### config.mk
export PLATFORM = sky130hd
export DESIGN_NAME = mvote_bpred
export DESIGN_NICKNAME = d
export VERILOG_FILES = /design/src/rtl/mvote_pkg.sv /design/src/rtl/mvote_vote.sv /design/src/rtl/mvote_hist_table.sv /design/src/rtl/mvote_acc_cnt.sv /design/src/rtl/mvote_bpred.sv
export SDC_FILE = /design/constraint.sdc
export NUM_CORES = 1
export LEC_CHECK = 0
export BUFFER_PORTS_ARGS = -buffer_cell sky130_fd_sc_hd__buf_2
export CORE_MARGIN = 10
export CORE_UTILIZATION = 40
export CTS_CLUSTER_DIAMETER = 100
export DETAILED_ROUTE_END_ITERATION = 6
export PLACE_DENSITY = 0.59
export SYNTH_ARGS = -nofsm -noshare
export SYNTH_HDL_FRONTEND = slang
export SYNTH_SLANG_ARGS = --single-unit
### constraint.sdc
create_clock -name clk_i -period 3.4 [get_ports clk_i]
set_input_delay 0.68 -clock clk_i [delete_from_list [all_inputs] [get_ports clk_i]]
set_output_delay 0.68 -clock clk_i [all_outputs]
set_load 0.02 [all_outputs]
### src/rtl/mvote_pkg.sv
package mvote_pkg;
  localparam int unsigned MAX_HIST = 7;

  function automatic int unsigned ones(input logic [MAX_HIST-1:0] v);
    int unsigned n;
    n = 0;
    for (int i = 0; i < MAX_HIST; i++) n += int'(v[i]);
    return n;
  endfunction
endpackage

### src/rtl/mvote_vote.sv
module mvote_vote #(
  parameter int unsigned HIST_W = 3
) (
  input  logic [HIST_W-1:0] hist_i,
  output logic              taken_o
);
  import mvote_pkg::*;

  generate
    if (HIST_W == 1) begin : g_last
      assign taken_o = hist_i[0];
    end else begin : g_major
      logic [MAX_HIST-1:0] padded;
      assign padded  = MAX_HIST'(hist_i);
      assign taken_o = ones(padded) > (HIST_W / 2);
    end
  endgenerate
endmodule

### src/rtl/mvote_hist_table.sv
module mvote_hist_table #(
  parameter int unsigned INDEX_BITS = 4,
  parameter int unsigned HIST_W     = 3
) (
  input  logic                  clk_i,
  input  logic                  rst_ni,
  input  logic                  wr_en_i,
  input  logic [INDEX_BITS-1:0] wr_idx_i,
  input  logic                  wr_bit_i,
  input  logic [INDEX_BITS-1:0] rd_a_idx_i,
  output logic [HIST_W-1:0]     rd_a_o,
  output logic [HIST_W-1:0]     rd_b_o
);
  localparam int unsigned DEPTH = 1 << INDEX_BITS;

  logic [HIST_W-1:0] hist_q [DEPTH];
  logic [HIST_W-1:0] next_hist;

  assign rd_a_o = hist_q[rd_a_idx_i];
  assign rd_b_o = hist_q[wr_idx_i];

  generate
    if (HIST_W == 1) begin : g_one
      assign next_hist = wr_bit_i;
    end else begin : g_shift
      assign next_hist = {rd_b_o[HIST_W-2:0], wr_bit_i};
    end
  endgenerate

  always_ff @(posedge clk_i or negedge rst_ni) begin
    if (!rst_ni) begin
      for (int i = 0; i < DEPTH; i++) hist_q[i] <= '0;
    end else if (wr_en_i) begin
      hist_q[wr_idx_i] <= next_hist;
    end
  end

  a_r3_newest_at_bit0: assert property (@(posedge clk_i) disable iff (!rst_ni)
    wr_en_i |=> hist_q[$past(wr_idx_i)][0] == $past(wr_bit_i));

  generate
    if (HIST_W > 1) begin : g_chk
      a_r3_oldest_dropped: assert property (@(posedge clk_i) disable iff (!rst_ni)
        wr_en_i |=> hist_q[$past(wr_idx_i)][HIST_W-1:1] == $past(rd_b_o[HIST_W-2:0]));
    end
  endgenerate
endmodule

### src/rtl/mvote_acc_cnt.sv
module mvote_acc_cnt #(
  parameter int unsigned CNT_W = 16
) (
  input  logic             clk_i,
  input  logic             rst_ni,
  input  logic             inc_i,
  input  logic             hit_i,
  output logic [CNT_W-1:0] total_o,
  output logic [CNT_W-1:0] correct_o
);
  always_ff @(posedge clk_i or negedge rst_ni) begin
    if (!rst_ni) begin
      total_o   <= '0;
      correct_o <= '0;
    end else if (inc_i) begin
      total_o <= total_o + 1'b1;
      if (hit_i) correct_o <= correct_o + 1'b1;
    end
  end

  a_r7_total_step: assert property (@(posedge clk_i) disable iff (!rst_ni)
    inc_i |=> total_o == CNT_W'($past(total_o) + 1'b1));
  a_r5_idle_hold: assert property (@(posedge clk_i) disable iff (!rst_ni)
    !inc_i |=> $stable(total_o) && $stable(correct_o));
  a_r8_miss_hold: assert property (@(posedge clk_i) disable iff (!rst_ni)
    (inc_i && !hit_i) |=> $stable(correct_o));
  a_r8_hit_step: assert property (@(posedge clk_i) disable iff (!rst_ni)
    (inc_i && hit_i) |=> correct_o == CNT_W'($past(correct_o) + 1'b1));
endmodule

### src/rtl/mvote_bpred.sv
module mvote_bpred #(
  parameter int unsigned PC_W       = 32,
  parameter int unsigned INDEX_BITS = 4,
  parameter bit          LAST_ONLY  = 1'b0,
  parameter int unsigned CNT_W      = 16
) (
  input  logic             clk_i,
  input  logic             rst_ni,
  input  logic [PC_W-1:0]  lookup_pc_i,
  output logic             lookup_taken_o,
  input  logic             upd_valid_i,
  input  logic [PC_W-1:0]  upd_pc_i,
  input  logic             upd_taken_i,
  output logic [CNT_W-1:0] total_cnt_o,
  output logic [CNT_W-1:0] correct_cnt_o
);
  localparam int unsigned HIST_W = LAST_ONLY ? 1 : 3;
  localparam int unsigned IDX_LO = 2;
  localparam int unsigned IDX_HI = INDEX_BITS + IDX_LO - 1;

  logic [INDEX_BITS-1:0] lk_idx, up_idx;
  logic [HIST_W-1:0]     lk_hist, up_hist;
  logic                  up_pred;
  logic                  pc_unused;

  assign lk_idx = lookup_pc_i[IDX_HI:IDX_LO];
  assign up_idx = upd_pc_i[IDX_HI:IDX_LO];
  assign pc_unused = ^{lookup_pc_i[PC_W-1:IDX_HI+1], lookup_pc_i[IDX_LO-1:0],
                       upd_pc_i[PC_W-1:IDX_HI+1], upd_pc_i[IDX_LO-1:0]};

  mvote_hist_table #(.INDEX_BITS(INDEX_BITS), .HIST_W(HIST_W)) u_table (
    .clk_i      (clk_i),
    .rst_ni     (rst_ni),
    .wr_en_i    (upd_valid_i),
    .wr_idx_i   (up_idx),
    .wr_bit_i   (upd_taken_i),
    .rd_a_idx_i (lk_idx),
    .rd_a_o     (lk_hist),
    .rd_b_o     (up_hist)
  );

  mvote_vote #(.HIST_W(HIST_W)) u_vote_lk (.hist_i(lk_hist), .taken_o(lookup_taken_o));
  mvote_vote #(.HIST_W(HIST_W)) u_vote_up (.hist_i(up_hist), .taken_o(up_pred));

  mvote_acc_cnt #(.CNT_W(CNT_W)) u_cnt (
    .clk_i     (clk_i),
    .rst_ni    (rst_ni),
    .inc_i     (upd_valid_i),
    .hit_i     (up_pred == upd_taken_i),
    .total_o   (total_cnt_o),
    .correct_o (correct_cnt_o)
  );

  // same-entry lookup sees pre-update state; both voters agree on it
  a_r6_pre_update: assert property (@(posedge clk_i) disable iff (!rst_ni)
    (upd_valid_i && lk_idx == up_idx) |-> lookup_taken_o == up_pred);

  generate
    if (LAST_ONLY) begin : g_chk_last
      a_r9_repeat_last: assert property (@(posedge clk_i) disable iff (!rst_ni)
        (upd_valid_i && lk_idx == up_idx) |=>
          ($stable(lk_idx) -> lookup_taken_o == $past(upd_taken_i)));
    end else begin : g_chk_major
      a_r4_two_taken: assert property (@(posedge clk_i) disable iff (!rst_ni)
        (upd_valid_i && upd_taken_i && up_hist[0] && lk_idx == up_idx) |=>
          ($stable(lk_idx) -> lookup_taken_o));
    end
  endgenerate
endmodule

==> impl_metrics.toml <==
[setup_path]
cp.arrival_ns = 2.59
endpoint_kind = "output port"
cp.required_ns = 2.72
crit_type = "input pin to output port"
crit_path_start_kind = "input pin"
path_max_fanout = 12

[timing]
grt_setup_unrepaired = "false"
min_period_ns = 3.27
finalCritPeriodShare_pct = 96.3
max_freq_ghz = 0.306
skew_ns = 0.0131
worst_slack_ns = 0.127
setup_viol = 0
finalHoldViolCount = 0
relSlewSlack_pct = 32.8
slew_violations = 0
worst_pin_slew_ns = 1.01

[die]
io_pins = 101
initial_utilization_pct = 40.8
die_y_um = 122
die_w_um = 122
die-area_mm2 = 0.0150
rows = 37
core_mm2 = 0.0103

[drt]
wl_met3_um = 577
firstDrtPassIters = 4
vias = 2604
drt.antenna.violating_nets = 0
routed.top_layer = "met4"
wl_um = 9120
drc_errors = 0
drt_iter0_markers = 177
wl_per_cell_um = 18.6
routed_via_density = 5.30
wl_met1_um = 4230
wl_met2_um = 4220

[placement]
gp_congestion = 0.839
preCtsSetupSlack_ns = -0.312
hpwl_um = 6410
port_buffers = 44
postPlaceCellArea_mm2 = 0.00462
dp_cells = 475

[synthesis]
yosys_warnings = 0
netlist_area_mm2 = 0.00420
synthCells = 302
synth_nets = 374
yosys.cell_types.count = 39
synth_seq_area_share_pct = 47.7
synth_seq_cells = 80
syn_avg_cell_area_um2 = 13.9

[cells_and_area]
area_growth_pct = 15.1
final_cell_count_no_fill = 491
drive_gt1_share_pct = 40.8
fill_cells = 957
finalNetCount = 422
final_area_mm2 = 0.00483
num_antenna_cells = 0

[global_route]
grt_pass1_wl_um = 15200
antenna_found_initial = 0
grt_start_max_net_pins = 81
grt_pass1_vias = 2816
track_usage_pct = 12.9
overflow = 0

[power_and_ir_drop]
peakVddDrop_uv = 340
leakagePower_nw = 2.25
p_per_area_mw_per_mm2 = 634
design_power_total_w = 0.00306

[clock_network]
path_clk_slew_ns = 0.09
ctsResizeCount = 0
cts-root-buf = "clkbuf_8"
clock-sinks = 80
cts_tree = "done"
cts_buffers = 9
ctsHoldBuffers = 0
post_cts.repair.setup_buffers = 0
clockBufferDepth = 2
clock_latency_ns = 0.36
cts_max_level = 3

[job]
maxCapViolCount = 0

[outcome]
outcome = "completed"

[hold_path]
hp-class = "flop to flop"
-- per-layer routing --
metal,up-vias,GRT usage [%]
li1,1215,-
met1,1315,17.3
met2,59,19.4
met3,15,4.78
met4,0,3.24
met5,-,0
-- cell type report --
type                            instances  area (um2)  area share, %
Clock buffer                           10         138           2.85
Clock inverter                          6        67.6           1.40
Multi-Input combinational cell        209        2140           44.4
Sequential cell                        80        2000           41.5
Tap cell                              136         170           3.52
Timing Repair Buffer                   50         308           6.37
-- path summary, 6_finish.rpt --
path	to	depth (start not counted)	slack [ns]	from
worst max-delay path	lookup_taken_o	7	0.13	lookup_pc_i[2]
worst min-delay path	u_cnt.total_o[15]$_DFFE_PN0P_	1	0.47	u_cnt.total_o[15]$_DFFE_PN0P_
worst max register to register	u_cnt.correct_o[13]$_DFFE_PN0P_	9	0.40	u_table.hist_q[31]$_DFFE_PN0P_
worst min register to register	u_cnt.total_o[15]$_DFFE_PN0P_	1	0.47	u_cnt.total_o[15]$_DFFE_PN0P_
max in group asynchronous	u_cnt.correct_o[4]$_DFFE_PN0P_	1	2.26	rst_ni
min in group asynchronous	u_table.hist_q[40]$_DFFE_PN0P_	1	0.49	rst_ni
-- worst max-delay path, stage by stage --
cell	delay [ns]
buf_2	0.11
buf_12	0.16
mux4_2	0.55
mux4_2	0.49
ha_1	0.30
a21o_1	0.15
buf_2	0.15
-- where the power goes --
| part | switching [W] | leakage (nW) | internal, W |
|---|---|---|---|
| Clock | 0.000356 | 0.0989 | 0.000362 |
| Sequential | 0.000207 | 1.04 | 0.00119 |
| Combinational | 0.000444 | 1.11 | 0.000508 |
-- metrics by stage --
stage,TNS (ns),hold slack [ns],utilization (%)
3_5_place_dp,-3.28,0.470,45.0
6_report,0,0.469,47.0
2_1_floorplan,-0.0342,0.384,-
3_3_place_gp,-2.81,0.458,45.0
4_1_cts,0,0.482,47.0
5_1_grt,0,0.494,47.0
-- registers in the layout, summed over array words and instances, names as in the netlist --
name,cells
u_cnt.correct_o,16
u_table.hist_q,48
u_cnt.total_o,16
-- cell usage after synthesis (all sizes together) --
library cell / number / area [um2]
mux2i: 3 / 30.0
and2: 1 / 6.26
dfrtp: 80 / 2000
o211a: 1 / 17.5
nand3b: 1 / 7.51
nand3: 11 / 55.1
a2bb2oi: 1 / 8.76
o31a: 1 / 8.76
nor3b: 2 / 15.0
and3: 5 / 31.3
mux4: 25 / 593
o31ai: 1 / 7.51
nor4: 2 / 12.5
buf: 9 / 87.6
o221ai: 1 / 15.0
clkbuf: 4 / 15.0
a21o: 1 / 7.51
or2b: 1 / 7.51
xor2: 17 / 149
a21oi: 1 / 5.00
nor3: 6 / 30.0
o22ai: 1 / 6.26
mux2: 55 / 646
or2: 2 / 12.5
xnor2: 13 / 114
nor4b: 2 / 17.5
nand2: 18 / 70.1
nand4: 6 / 37.5
nor2: 16 / 60.1
and2b: 2 / 15.0
nor2b: 5 / 31.3
nand2b: 4 / 25.0
ha: 4 / 50.1
-- cell families (layout without fill, tap and decap cells) --
| family | after synthesis | after routing | share of synthesized area [%] |
|---|---|---|---|
| compound gates | 8 | 8 | 1.82 |
| simple gates | 84 | 84 | 10.3 |
| flops | 80 | 80 | 47.7 |
| mux | 83 | 83 | 30.2 |
| xor+xnor | 30 | 30 | 6.26 |
| buf+inv | 13 | 66 | 2.44 |
| fa+ha+maj | 4 | 4 | 1.19 |
-- cells in the final DEF, fill, tap and decap left out, types with 8 or more instances in the layout --
cell type,Yosys,routed
xnor2_1,13,13
mux4_1,8,8
dfrtp_1,80,80
clkbuf_8,0,10
nor2_1,16,16
buf_2,1,42
mux2_2,45,45
mux4_2,17,17
nand2_1,17,17
nand3_1,11,11
xor2_1,17,17
Note: power is estimated with default switching activity, not from simulation.
